===== src/rtl/pollctl_pkg.sv =====
package pollctl_pkg;
  localparam int ADDR_W = 2;

  localparam logic [ADDR_W-1:0] OFS_STATUS = 2'd0;
  localparam logic [ADDR_W-1:0] OFS_CTRL   = 2'd1;
  localparam logic [ADDR_W-1:0] OFS_RXBYTE = 2'd2;
  localparam logic [ADDR_W-1:0] OFS_TXBYTE = 2'd3;

  localparam int ST_BUSY = 0;
  localparam int ST_ERR  = 1;
  localparam int ST_PEND = 2;

  localparam int CT_DIR = 0;
  localparam int CT_GO  = 1;

  typedef enum logic [1:0] {
    XF_IDLE = 2'd0,
    XF_RUN  = 2'd1,
    XF_DONE = 2'd2
  } xfer_state_t;
endpackage


===== src/rtl/pollctl_xfer.sv =====
module pollctl_xfer
  import pollctl_pkg::*;
#(
  parameter int DATA_W = 8
) (
  input  logic              clk,
  input  logic              rst_n,
  input  logic              cmd_pend,
  input  logic              dir_wr,
  input  logic              dev_fault,
  input  logic              tx_ready,
  input  logic              rx_valid,
  input  logic [DATA_W-1:0] rx_data,
  output logic              tx_valid,
  output logic              rx_ready,
  output logic              busy,
  output logic              accept,
  output logic              fault_hit,
  output logic              capture,
  output logic [DATA_W-1:0] cap_data,
  output logic              finish
);
  xfer_state_t state_q, state_d;
  logic        running;
  logic        handshake;

  assign running   = (state_q == XF_RUN);
  assign busy      = (state_q != XF_IDLE);
  assign accept    = (state_q == XF_IDLE) && cmd_pend;
  assign finish    = (state_q == XF_DONE);
  assign tx_valid  = running && dir_wr;
  assign rx_ready  = running && !dir_wr;
  assign fault_hit = running && dev_fault;
  assign handshake = (tx_valid && tx_ready) || (rx_ready && rx_valid);
  assign capture   = rx_ready && rx_valid && !dev_fault;
  assign cap_data  = rx_data;

  always_comb begin
    state_d = state_q;
    unique case (state_q)
      XF_IDLE: if (accept) state_d = XF_RUN;
      XF_RUN:  if (fault_hit || handshake) state_d = XF_DONE;
      XF_DONE: state_d = XF_IDLE;
      default: state_d = XF_IDLE;
    endcase
  end

  always_ff @(posedge clk) begin
    if (!rst_n) state_q <= XF_IDLE;
    else        state_q <= state_d;
  end
endmodule


===== src/rtl/pollctl_regs.sv =====
module pollctl_regs
  import pollctl_pkg::*;
#(
  parameter int DATA_W = 8
) (
  input  logic              clk,
  input  logic              rst_n,
  input  logic              bus_we,
  input  logic [ADDR_W-1:0] bus_addr,
  input  logic [DATA_W-1:0] bus_wdata,
  output logic [DATA_W-1:0] bus_rdata,
  input  logic              busy,
  input  logic              accept,
  input  logic              fault_hit,
  input  logic              capture,
  input  logic [DATA_W-1:0] cap_data,
  input  logic              finish,
  output logic              dir_wr,
  output logic              cmd_pend,
  output logic              err,
  output logic [DATA_W-1:0] tx_byte
);
  logic              host_ok;
  logic [DATA_W-1:0] rx_byte;

  assign host_ok = bus_we && !busy;

  always_ff @(posedge clk) begin
    if (!rst_n) begin
      dir_wr   <= 1'b0;
      cmd_pend <= 1'b0;
      err      <= 1'b0;
      tx_byte  <= '0;
      rx_byte  <= '0;
    end else begin
      if (host_ok && bus_addr == OFS_CTRL) begin
        dir_wr <= bus_wdata[CT_DIR];
        if (bus_wdata[CT_GO]) cmd_pend <= 1'b1;
      end
      if (host_ok && bus_addr == OFS_TXBYTE) tx_byte <= bus_wdata;
      if (finish)    cmd_pend <= 1'b0;
      if (accept)    err      <= 1'b0;
      if (fault_hit) err      <= 1'b1;
      if (capture)   rx_byte  <= cap_data;
    end
  end

  always_comb begin
    bus_rdata = '0;
    unique case (bus_addr)
      OFS_STATUS: begin
        bus_rdata[ST_BUSY] = busy;
        bus_rdata[ST_ERR]  = err;
        bus_rdata[ST_PEND] = cmd_pend;
      end
      OFS_CTRL: begin
        bus_rdata[CT_DIR] = dir_wr;
        bus_rdata[CT_GO]  = cmd_pend;
      end
      OFS_RXBYTE: bus_rdata = rx_byte;
      default:    bus_rdata = tx_byte;
    endcase
  end
endmodule


===== src/rtl/pollctl_top.sv =====
module pollctl_top
  import pollctl_pkg::*;
#(
  parameter int DATA_W = 8
) (
  input  logic              clk,
  input  logic              rst_n,
  input  logic              bus_we,
  input  logic [ADDR_W-1:0] bus_addr,
  input  logic [DATA_W-1:0] bus_wdata,
  output logic [DATA_W-1:0] bus_rdata,
  output logic              dev_tx_valid,
  input  logic              dev_tx_ready,
  output logic [DATA_W-1:0] dev_tx_data,
  input  logic              dev_rx_valid,
  output logic              dev_rx_ready,
  input  logic [DATA_W-1:0] dev_rx_data,
  input  logic              dev_fault
);
  logic              busy_w, accept_w, fault_w, capture_w, finish_w;
  logic              dir_w, pend_w, err_w;
  logic [DATA_W-1:0] cap_w, txb_w;

  pollctl_regs #(.DATA_W(DATA_W)) u_regs (
    .clk      (clk),
    .rst_n    (rst_n),
    .bus_we   (bus_we),
    .bus_addr (bus_addr),
    .bus_wdata(bus_wdata),
    .bus_rdata(bus_rdata),
    .busy     (busy_w),
    .accept   (accept_w),
    .fault_hit(fault_w),
    .capture  (capture_w),
    .cap_data (cap_w),
    .finish   (finish_w),
    .dir_wr   (dir_w),
    .cmd_pend (pend_w),
    .err      (err_w),
    .tx_byte  (txb_w)
  );

  pollctl_xfer #(.DATA_W(DATA_W)) u_xfer (
    .clk      (clk),
    .rst_n    (rst_n),
    .cmd_pend (pend_w),
    .dir_wr   (dir_w),
    .dev_fault(dev_fault),
    .tx_ready (dev_tx_ready),
    .rx_valid (dev_rx_valid),
    .rx_data  (dev_rx_data),
    .tx_valid (dev_tx_valid),
    .rx_ready (dev_rx_ready),
    .busy     (busy_w),
    .accept   (accept_w),
    .fault_hit(fault_w),
    .capture  (capture_w),
    .cap_data (cap_w),
    .finish   (finish_w)
  );

  assign dev_tx_data = txb_w;
endmodule


===== config.mk =====
export PLATFORM = sky130hd
export DESIGN_NAME = pollctl_top
export DESIGN_NICKNAME = d
export VERILOG_FILES = /design/src/rtl/pollctl_pkg.sv /design/src/rtl/pollctl_xfer.sv /design/src/rtl/pollctl_regs.sv /design/src/rtl/pollctl_top.sv
export SDC_FILE = /design/constraint.sdc
export NUM_CORES = 1
export LEC_CHECK = 0
export ABC_AREA = 1
export CORE_MARGIN = 2
export CORE_UTILIZATION = 25
export CTS_CLUSTER_DIAMETER = 30
export DETAILED_ROUTE_END_ITERATION = 8
export PLACE_DENSITY = 0.57
export SLEW_MARGIN = 25
export SYNTH_ARGS = -nofsm -noshare
export SYNTH_HDL_FRONTEND = slang
export SYNTH_SLANG_ARGS = --single-unit

===== constraint.sdc =====
create_clock -name clk -period 1.8 [get_ports clk]
set_clock_uncertainty 0.15 [all_clocks]
set_input_delay 0.36 -clock clk [delete_from_list [all_inputs] [get_ports clk]]
set_output_delay 0.36 -clock clk [all_outputs]
set_load 0.02 [all_outputs]

[Word level (Yosys, flattened, before mapping)]
Cells that the tools add are included.
Operators by class
  eq/ne operators: 7
  mux-type cells: 8
  bitwise logic cells: 1
  reduce and logical (&&, ||, !) cells: 23
Operators by type and width (number)
  logical AND 1 bit: 10
  one-hot mux 5 bit (2 select lines): 1
  == test 2 bit (second input constant): 3
  one-hot mux 2 bit (3 select lines): 1
  == test 2 x 1 -> 1 bit (second input constant): 2
  zero test 2 bit: 2
  two-way mux 2 bit: 2
  != test 2 bit (second input constant): 2
  one-hot mux 2 bit (2 select lines): 1
  AND reduction 2 bit: 2
  nonzero test 2 bit: 2
  OR reduction 2 bit: 2
  zero test 1 bit: 3
  one-hot mux 1 bit (3 select lines): 1
  logical OR 1 bit: 2
  two-way mux 1 bit: 2
  inverter 1 bit: 1
Storage, ports and cells
  flip-flop bits (word level): 21
  input bits: 24
  output and inout port bits: 18
  word-level logic and storage cells: 45

[Logic depth before layout (Yosys ltp)]
Gate-level depths: netlist of the first run.
  depth in word-level cells: 7
  mapped depth: 7
  mapped depth without buffers: 6

[Modules after synthesis]
Synthesis of the first run repeated with hierarchy kept, for this count alone.
Second synthesis, totals
  cell total of the unflattened synthesis: 175
  area, all modules: 1087.3 um^2
Modules (own cells, without submodules)
  pollctl_regs: instances 1, cells each 140, area each 879.6 um^2
  pollctl_xfer: instances 1, cells each 35, area each 207.7 um^2

[Worst setup path after synthesis of the first run]
No wires, ideal clock.
  path type: input-to-output
  start: input bus_addr[1]
  end: output bus_rdata[2]
  arrival: 1030 ps
  path slack: 260 ps
  cell stages on the path: 4
  cells stage by stage: inv_1 nor2_1 inv_1 o221ai_1
Between the ends
  cells in the longest elaborated chain, start to end: 2
  elaborated cells on any way between the ends: 4
  classes of those cells: 2 x eq/ne; 1 x mux; 1 x reduce/logical
RTL lines
  start, declared: line pollctl_top.sv:9  | input logic [ADDR_W-1:0] bus_addr,
  == test 2 bit, or another cell as far along: line pollctl_regs.sv:50  | unique case (bus_addr)
  one-hot mux 1 bit (3 select lines) *: line pollctl_regs.sv:50
  end, declared: line pollctl_top.sv:11  | output logic [DATA_W-1:0] bus_rdata,
Every way passes the cells marked *; elsewhere a longest branch is shown, timed or not.

[Worst setup path after layout of the first run]
  start: register u_regs.tx_byte[0]
  end: output dev_tx_data[0]
RTL lines
  start, declared: line pollctl_regs.sv:21  | output logic [DATA_W-1:0] tx_byte
  start signal, assigned: line pollctl_regs.sv:40  | if (host_ok && bus_addr == OFS_TXBYTE) tx_byte <= bus_wdata;
  end, declared: line pollctl_top.sv:14  | output logic [DATA_W-1:0] dev_tx_data,
No word-level cell between the ends.

==> results.toml, run 1 <==
[place]
dp.cells = 253
dp_hpwl_um = 2193
port_buffers = 41
gp_congestion = 0.7897
dp_slack_ps = -716.3

[critical_path]
slowest_delay_ps = 620
arrival_ps = 1250
cp-start-kind = "register"
crit_required_ps = 1290
path_class = "reg -> out"
crit_path_top_delay_cell = "clkdlybuf4s50_1"
critical_path_buf_inv_count = 1
cp-end-kind = "output pin"
crit_path_max_fanout = 3
crit_family = "buffers and inverters"
crit_chain = "clkdlybuf4s50_1"

[detailed_routing]
routedWlPerCell_um = 11.04
drc = 0
firstDrtPassIters = 4
wirelength_um = 2836
viasPerCell = 4.300
drt-initial-drc-count = 63
final_antenna_net_count = 0
via_count = 1105

[yosys]
yosysMostFrequentCell = "nand2_1"
async_flop_share = 0
synthCells = 154
syn_nets = 178
ys_warn_count = 0
synth_edf_count = 0
synth_area_um2 = 1042
synth_seq_cells = 21
yosys.area.top_type = "dfxtp_1"
syn_avg_cell_area_um2 = 6.768
synthTopCellsByArea = "dfxtp_1, nand2_1, nor2_1"
synth_top_area_frac = 0.4034
synth_ff_type = "dfxtp_1"
yosysSeqAreaShare = 0.4034
ys_types = 21
yosys-top-cells-count = "nand2_1, nor2_1, dfxtp_1, inv_1, o22ai_1"

[grt]
grt_max_degree = 17
grt_overflow = 0
grt_first_pass_wirelength_um = 4416
grt_usage = 0.1264
grt_pass1_vias = 1012
antenna_found_initial = 0

[sta]
postLayoutSetupSlackWorst_ps = 35.05
slew_headroom = 0.8222
final-hold-violation-count = 0
fin_crit_ps = 1765
clock.fmax_mhz = 566.6
tightest_slew_ps = 266.5
setup_viol = 0
rsz0062_at_grt = "no"
period_share = 0.9805
report.final.slew_viol_count = 0

[layout]
area.sequential_um2 = 421.7
instances_no_fill = 257
final_nets = 232
antennaDiodeCount = 0
nFillCells = 450
area_growth_pct = 52.46
multi_input_area_um2 = 508.0
drive_gt1_frac = 0.1836

[worst_hold_path]
hp-class = "reg -> reg"

[die]
core-area_um2 = 4000
die-area_um2 = 4701
die_w_um = 68.57
die_y_um = 68.57
start_util = 0.2606
rows = 23
io_pins = 42

[outcome]
outcome = "completed"

[clock_network]
h-tree-depth = 1
worstSkewPairLatency_ps = 260
cts_tree = "done"
cts-root-buf = "clkbuf_8"
cts_buffers = 3
cts_setup_buffers = 0
clkTransAtPathRegs_ps = 70
clock-sinks = 21
hold_buffers = 0
clockBufferDepth = 2

[power]
leakagePower_nw = 0.7589
power_density_nw_per_um2 = 614.9
irDropWorstVdd_uv = 246.7

[job]
maxCapViolCount = 0
[per-layer routing]
layer / GRT usage / part of all wire / vias to the layer above
met4: 0.06000 / 0.018 / 0
met3: 0.01948 / 0.045 / 4
met2: 0.2043 / 0.46 / 30
met5: 0 / 0 / -
li1: - / - / 585
met1: 0.1640 / 0.48 / 486
[cell families after synthesis]
| logic type | after synthesis | synth area share |
|---|---|---|
| buf+inv | 27 | 0.1285 |
| simple gates | 89 | 0.3685 |
| flops | 21 | 0.4034 |
| compound gates | 17 | 0.09965 |
[cell usage in the layout, fill, tap and decap left out, types with 2 or more instances in the layout]
| master | instances |
|---|---|
| nand2_1 | 42 |
| nor2_1 | 34 |
| clkdlybuf4s50_1 | 28 |
| inv_1 | 20 |
| dfxtp_1 | 20 |
| buf_4 | 15 |
| o22ai_1 | 4 |
| o21ai_0 | 4 |
| nand4_1 | 4 |
| a21oi_1 | 4 |
| buf_2 | 4 |
| inv_2 | 3 |
| clkbuf_8 | 3 |
| nor2_2 | 2 |
| o2111ai_1 | 2 |
| nand3_1 | 2 |
| clkbuf_2 | 2 |
| dlygate4sd2_1 | 2 |
[state kept, by name, summed over array words and instances (netlist names)]
name and flops:
u_regs.cmd_pend 1, u_regs.dir_wr 1, u_regs.err 1, u_regs.rx_byte 8
u_regs.tx_byte 8, u_xfer.state_q 2
[area by class of cell]
type / count / share of cell area
multi-input cells: 106 / 0.3197
repair buffers: 53 / 0.2921
flip-flops and latches: 21 / 0.2654
inverters: 23 / 0.05433
well taps: 50 / 0.03937
clock buffers: 3 / 0.02598
clock inverters: 1 / 0.003150
[worst reg2reg max path: stages, from the launching register on]
cell and delay, ps:
dfxtp_2 380, buf_4 140, inv_2 40, nor2_4 100
nand4_4 200, nor2_1 170, nor2_1 60
[where the power goes]
part,switching [W],internal [W],total (W)
clock,0.000151,0.000154,0.000305
combinational,0.0000907,0.0000948,0.000185
sequential,0.00000834,0.000478,0.000487
total,0.000250,0.000727,0.000977
[per-stage QoR]
stage,hold WS (ps),TNS (ps),instance area [µm²],util,total power [W]
floorplan,303.1,0,1042,-,0.0005770
global placement,329.8,-6364,1558,0.3894,0.0006844
detailed placement,335.9,-6525,1558,0.3894,0.0006841
CTS,347.4,0,1587,0.3966,0.0009939
global route,371.4,0,1589,0.3972,0.001035
finish,343.6,0,1589,0.3972,0.0009771
[what timing repair did]
| action | CTS | global route |
|---|---|---|
| setup endpoints to repair | 10 | 10 |
| resized for setup | 46 | 7 |
| pin swaps | 0 | 1 |
[final timing paths]
check / start / to / slack [ps] / cells past startpoint
max: u_regs.tx_byte[0] / dev_tx_data[0] / 40 / 1
min: u_regs.cmd_pend / u_regs.cmd_pend / 340 / 2
max reg2reg: u_xfer.state_q[0] / u_regs.rx_byte[2] / 470 / 6
min reg2reg: u_regs.cmd_pend / u_regs.cmd_pend / 340 / 2
No activity file was read; power rests on OpenSTA's default activity.
==> inputs of run 2 (changes only) <==
--- a/config.mk
+++ b/config.mk
@@ -10,7 +10,9 @@
 export CORE_UTILIZATION = 25
 export CTS_CLUSTER_DIAMETER = 30
 export DETAILED_ROUTE_END_ITERATION = 8
+export MAX_ROUTING_LAYER = met4
 export PLACE_DENSITY = 0.57
+export SKIP_CTS_REPAIR_TIMING = 1
 export SLEW_MARGIN = 25
 export SYNTH_ARGS = -nofsm -noshare
 export SYNTH_HDL_FRONTEND = slang
==> run 2 against run 1 <==
Effect of this change:
- total power about the same
- fmax about the same
- final cell count unchanged
- largest power group unchanged
==> results.toml, run 2 (same netlist as run 1, synthesis figures left out) <==
[outcome]
outcome = "completed"

[place]
placed_area_um2 = 1558
gp_congestion = 0.8008
dp_hpwl_um = 2193
port_buffers = 41

[sta]
slew_headroom = 0.8232
period_share = 0.9802
report.final.slew_viol_count = 0
tightest_slew_ps = 264.9
final-hold-violation-count = 0
setup_viol = 0
fin_crit_ps = 1764
clock.fmax_mhz = 566.8

[grt]
grt_first_pass_wirelength_um = 4298
grt_overflow = 0
grt_pass1_vias = 994
grt_max_degree = 17
grt_usage = 0.1261
antenna_found_initial = 0

[critical_path]
arrival_ps = 1250
reg2reg_slack_ps = 400
crit_path_top_delay_cell = "clkdlybuf4s50_1"
crit_required_ps = 1290
crit_path_max_fanout = 3
cp-start-kind = "register"
cp-startpoint = "u_regs.tx_byte[0]"
crit_chain = "clkdlybuf4s50_1"
cp-end-kind = "output pin"
critical_path_cell_count = 1
crit_end = "dev_tx_data[0]"
ff2ff_path_depth = 6
slowest_delay_ps = 620
rr_startpoint = "u_xfer.state_q[0]"
reg2reg_to = "u_regs.rx_byte[2]"
crit_family = "buffers and inverters"
path_class = "reg -> out"
critical_path_buf_inv_count = 1

[die]
rows = 23
die_w_um = 68.57
core-area_um2 = 4000
start_util = 0.2606
io_pins = 42
die_y_um = 68.57
die-area_um2 = 4701

[power]
irDropWorstVdd_uv = 244.6
pwr-share-clk = 0.312
power.total_w = 0.0009772
leakagePower_nw = 0.8156
power_density_nw_per_um2 = 608.3
power.internal_w = 0.0007284
power_frac_seq = 0.498
p_switching_w = 0.0002488
switching_share = 0.2546
p_comb_frac = 0.190

[clock_network]
cts_buffers = 3
cts-root-buf = "clkbuf_8"
clkTransAtPathRegs_ps = 70
clock-sinks = 21
h-tree-depth = 1
clockBufferDepth = 2
worstSkewPairLatency_ps = 260
cts_tree = "done"

[detailed_routing]
drt-initial-drc-count = 59
via_count = 1085
viasPerCell = 4.222
final_antenna_net_count = 0
drc = 0
firstDrtPassIters = 4
routedWlPerCell_um = 10.91
wirelength_um = 2803

[layout]
drive_gt1_frac = 0.1594
reg_top3 = "u_regs.rx_byte x8, u_regs.tx_byte x8, u_xfer.state_q x2"
final_nets = 232
antennaDiodeCount = 0
area_growth_pct = 54.14
finalInstanceArea_um2 = 1607
most-common-layout-cells = "nand2_1, nor2_1, clkdlybuf4s50_1"
mostFrequentLayoutCell = "nand2_1"

[worst_hold_path]
hp-class = "reg -> reg"

[job]
maxCapViolCount = 0
-- run 2: worst min path at each step --
| stage | startpoint | endpoint | slack, ps | depth (start not counted) |
|---|---|---|---|---|
| after floorplan | u_regs.err | u_regs.err | 300 | 2 |
| after global placement | u_regs.tx_byte[0] | u_regs.tx_byte[0] | 330 | 2 |
| after detailed placement | u_regs.cmd_pend | u_regs.cmd_pend | 340 | 2 |
| after CTS | u_regs.cmd_pend | u_regs.cmd_pend | 350 | 2 |
| after global routing | u_regs.tx_byte[0] | u_regs.tx_byte[0] | 370 | 2 |
| final | u_regs.cmd_pend | u_regs.cmd_pend | 350 | 2 |
-- run 2: per-layer routing --
| layer | up-vias | track usage | share of wire |
|---|---|---|---|
| met5 | - | - | 0 |
| met4 | 0 | 0.06000 | 0.018 |
| met1 | 467 | 0.1640 | 0.49 |
| met3 | 4 | 0.01461 | 0.040 |
| li1 | 585 | - | - |
| met2 | 29 | 0.1947 | 0.45 |
-- run 2: stage by stage --
| step | hold WS, ps | setup WS (ps) | utilization | TNS (ps) | std cells |
|---|---|---|---|---|---|
| after floorplan | 303.1 | 260.3 | - | 0 | 154 |
| after global placement | 329.8 | -717.4 | 0.3894 | -6364 | 253 |
| after detailed placement | 335.9 | -716.3 | 0.3894 | -6525 | 253 |
| after CTS | 347.4 | -719.3 | 0.4010 | -5841 | 257 |
| after global routing | 371.4 | -30.49 | 0.4016 | -102.9 | 257 |
| final | 345.0 | 35.67 | 0.4016 | 0 | 257 |
-- run 2: power groups by stage --
stage	Clock (W)	Sequential [W]	Combinational, W
after global routing	0.000343	0.000488	0.000204
final	0.000305	0.000487	0.000186
after global placement	0	0.000497	0.000187
after CTS	0.000321	0.000487	0.000187
after detailed placement	0	0.000498	0.000186
after floorplan	0	0.000508	0.0000692
-- run 2: layout make-up --
| class | count | area [µm²] |
|---|---|---|
| Clock buffer | 3 | 41.29 |
| Fill cell | 445 | 2394 |
| Clock inverter | 1 | 5.005 |
| Inverter | 23 | 86.33 |
| Tap cell | 50 | 62.56 |
| Sequential cell | 21 | 420.4 |
| Multi-Input combinational cell | 106 | 501.7 |
| Timing Repair Buffer | 53 | 489.2 |
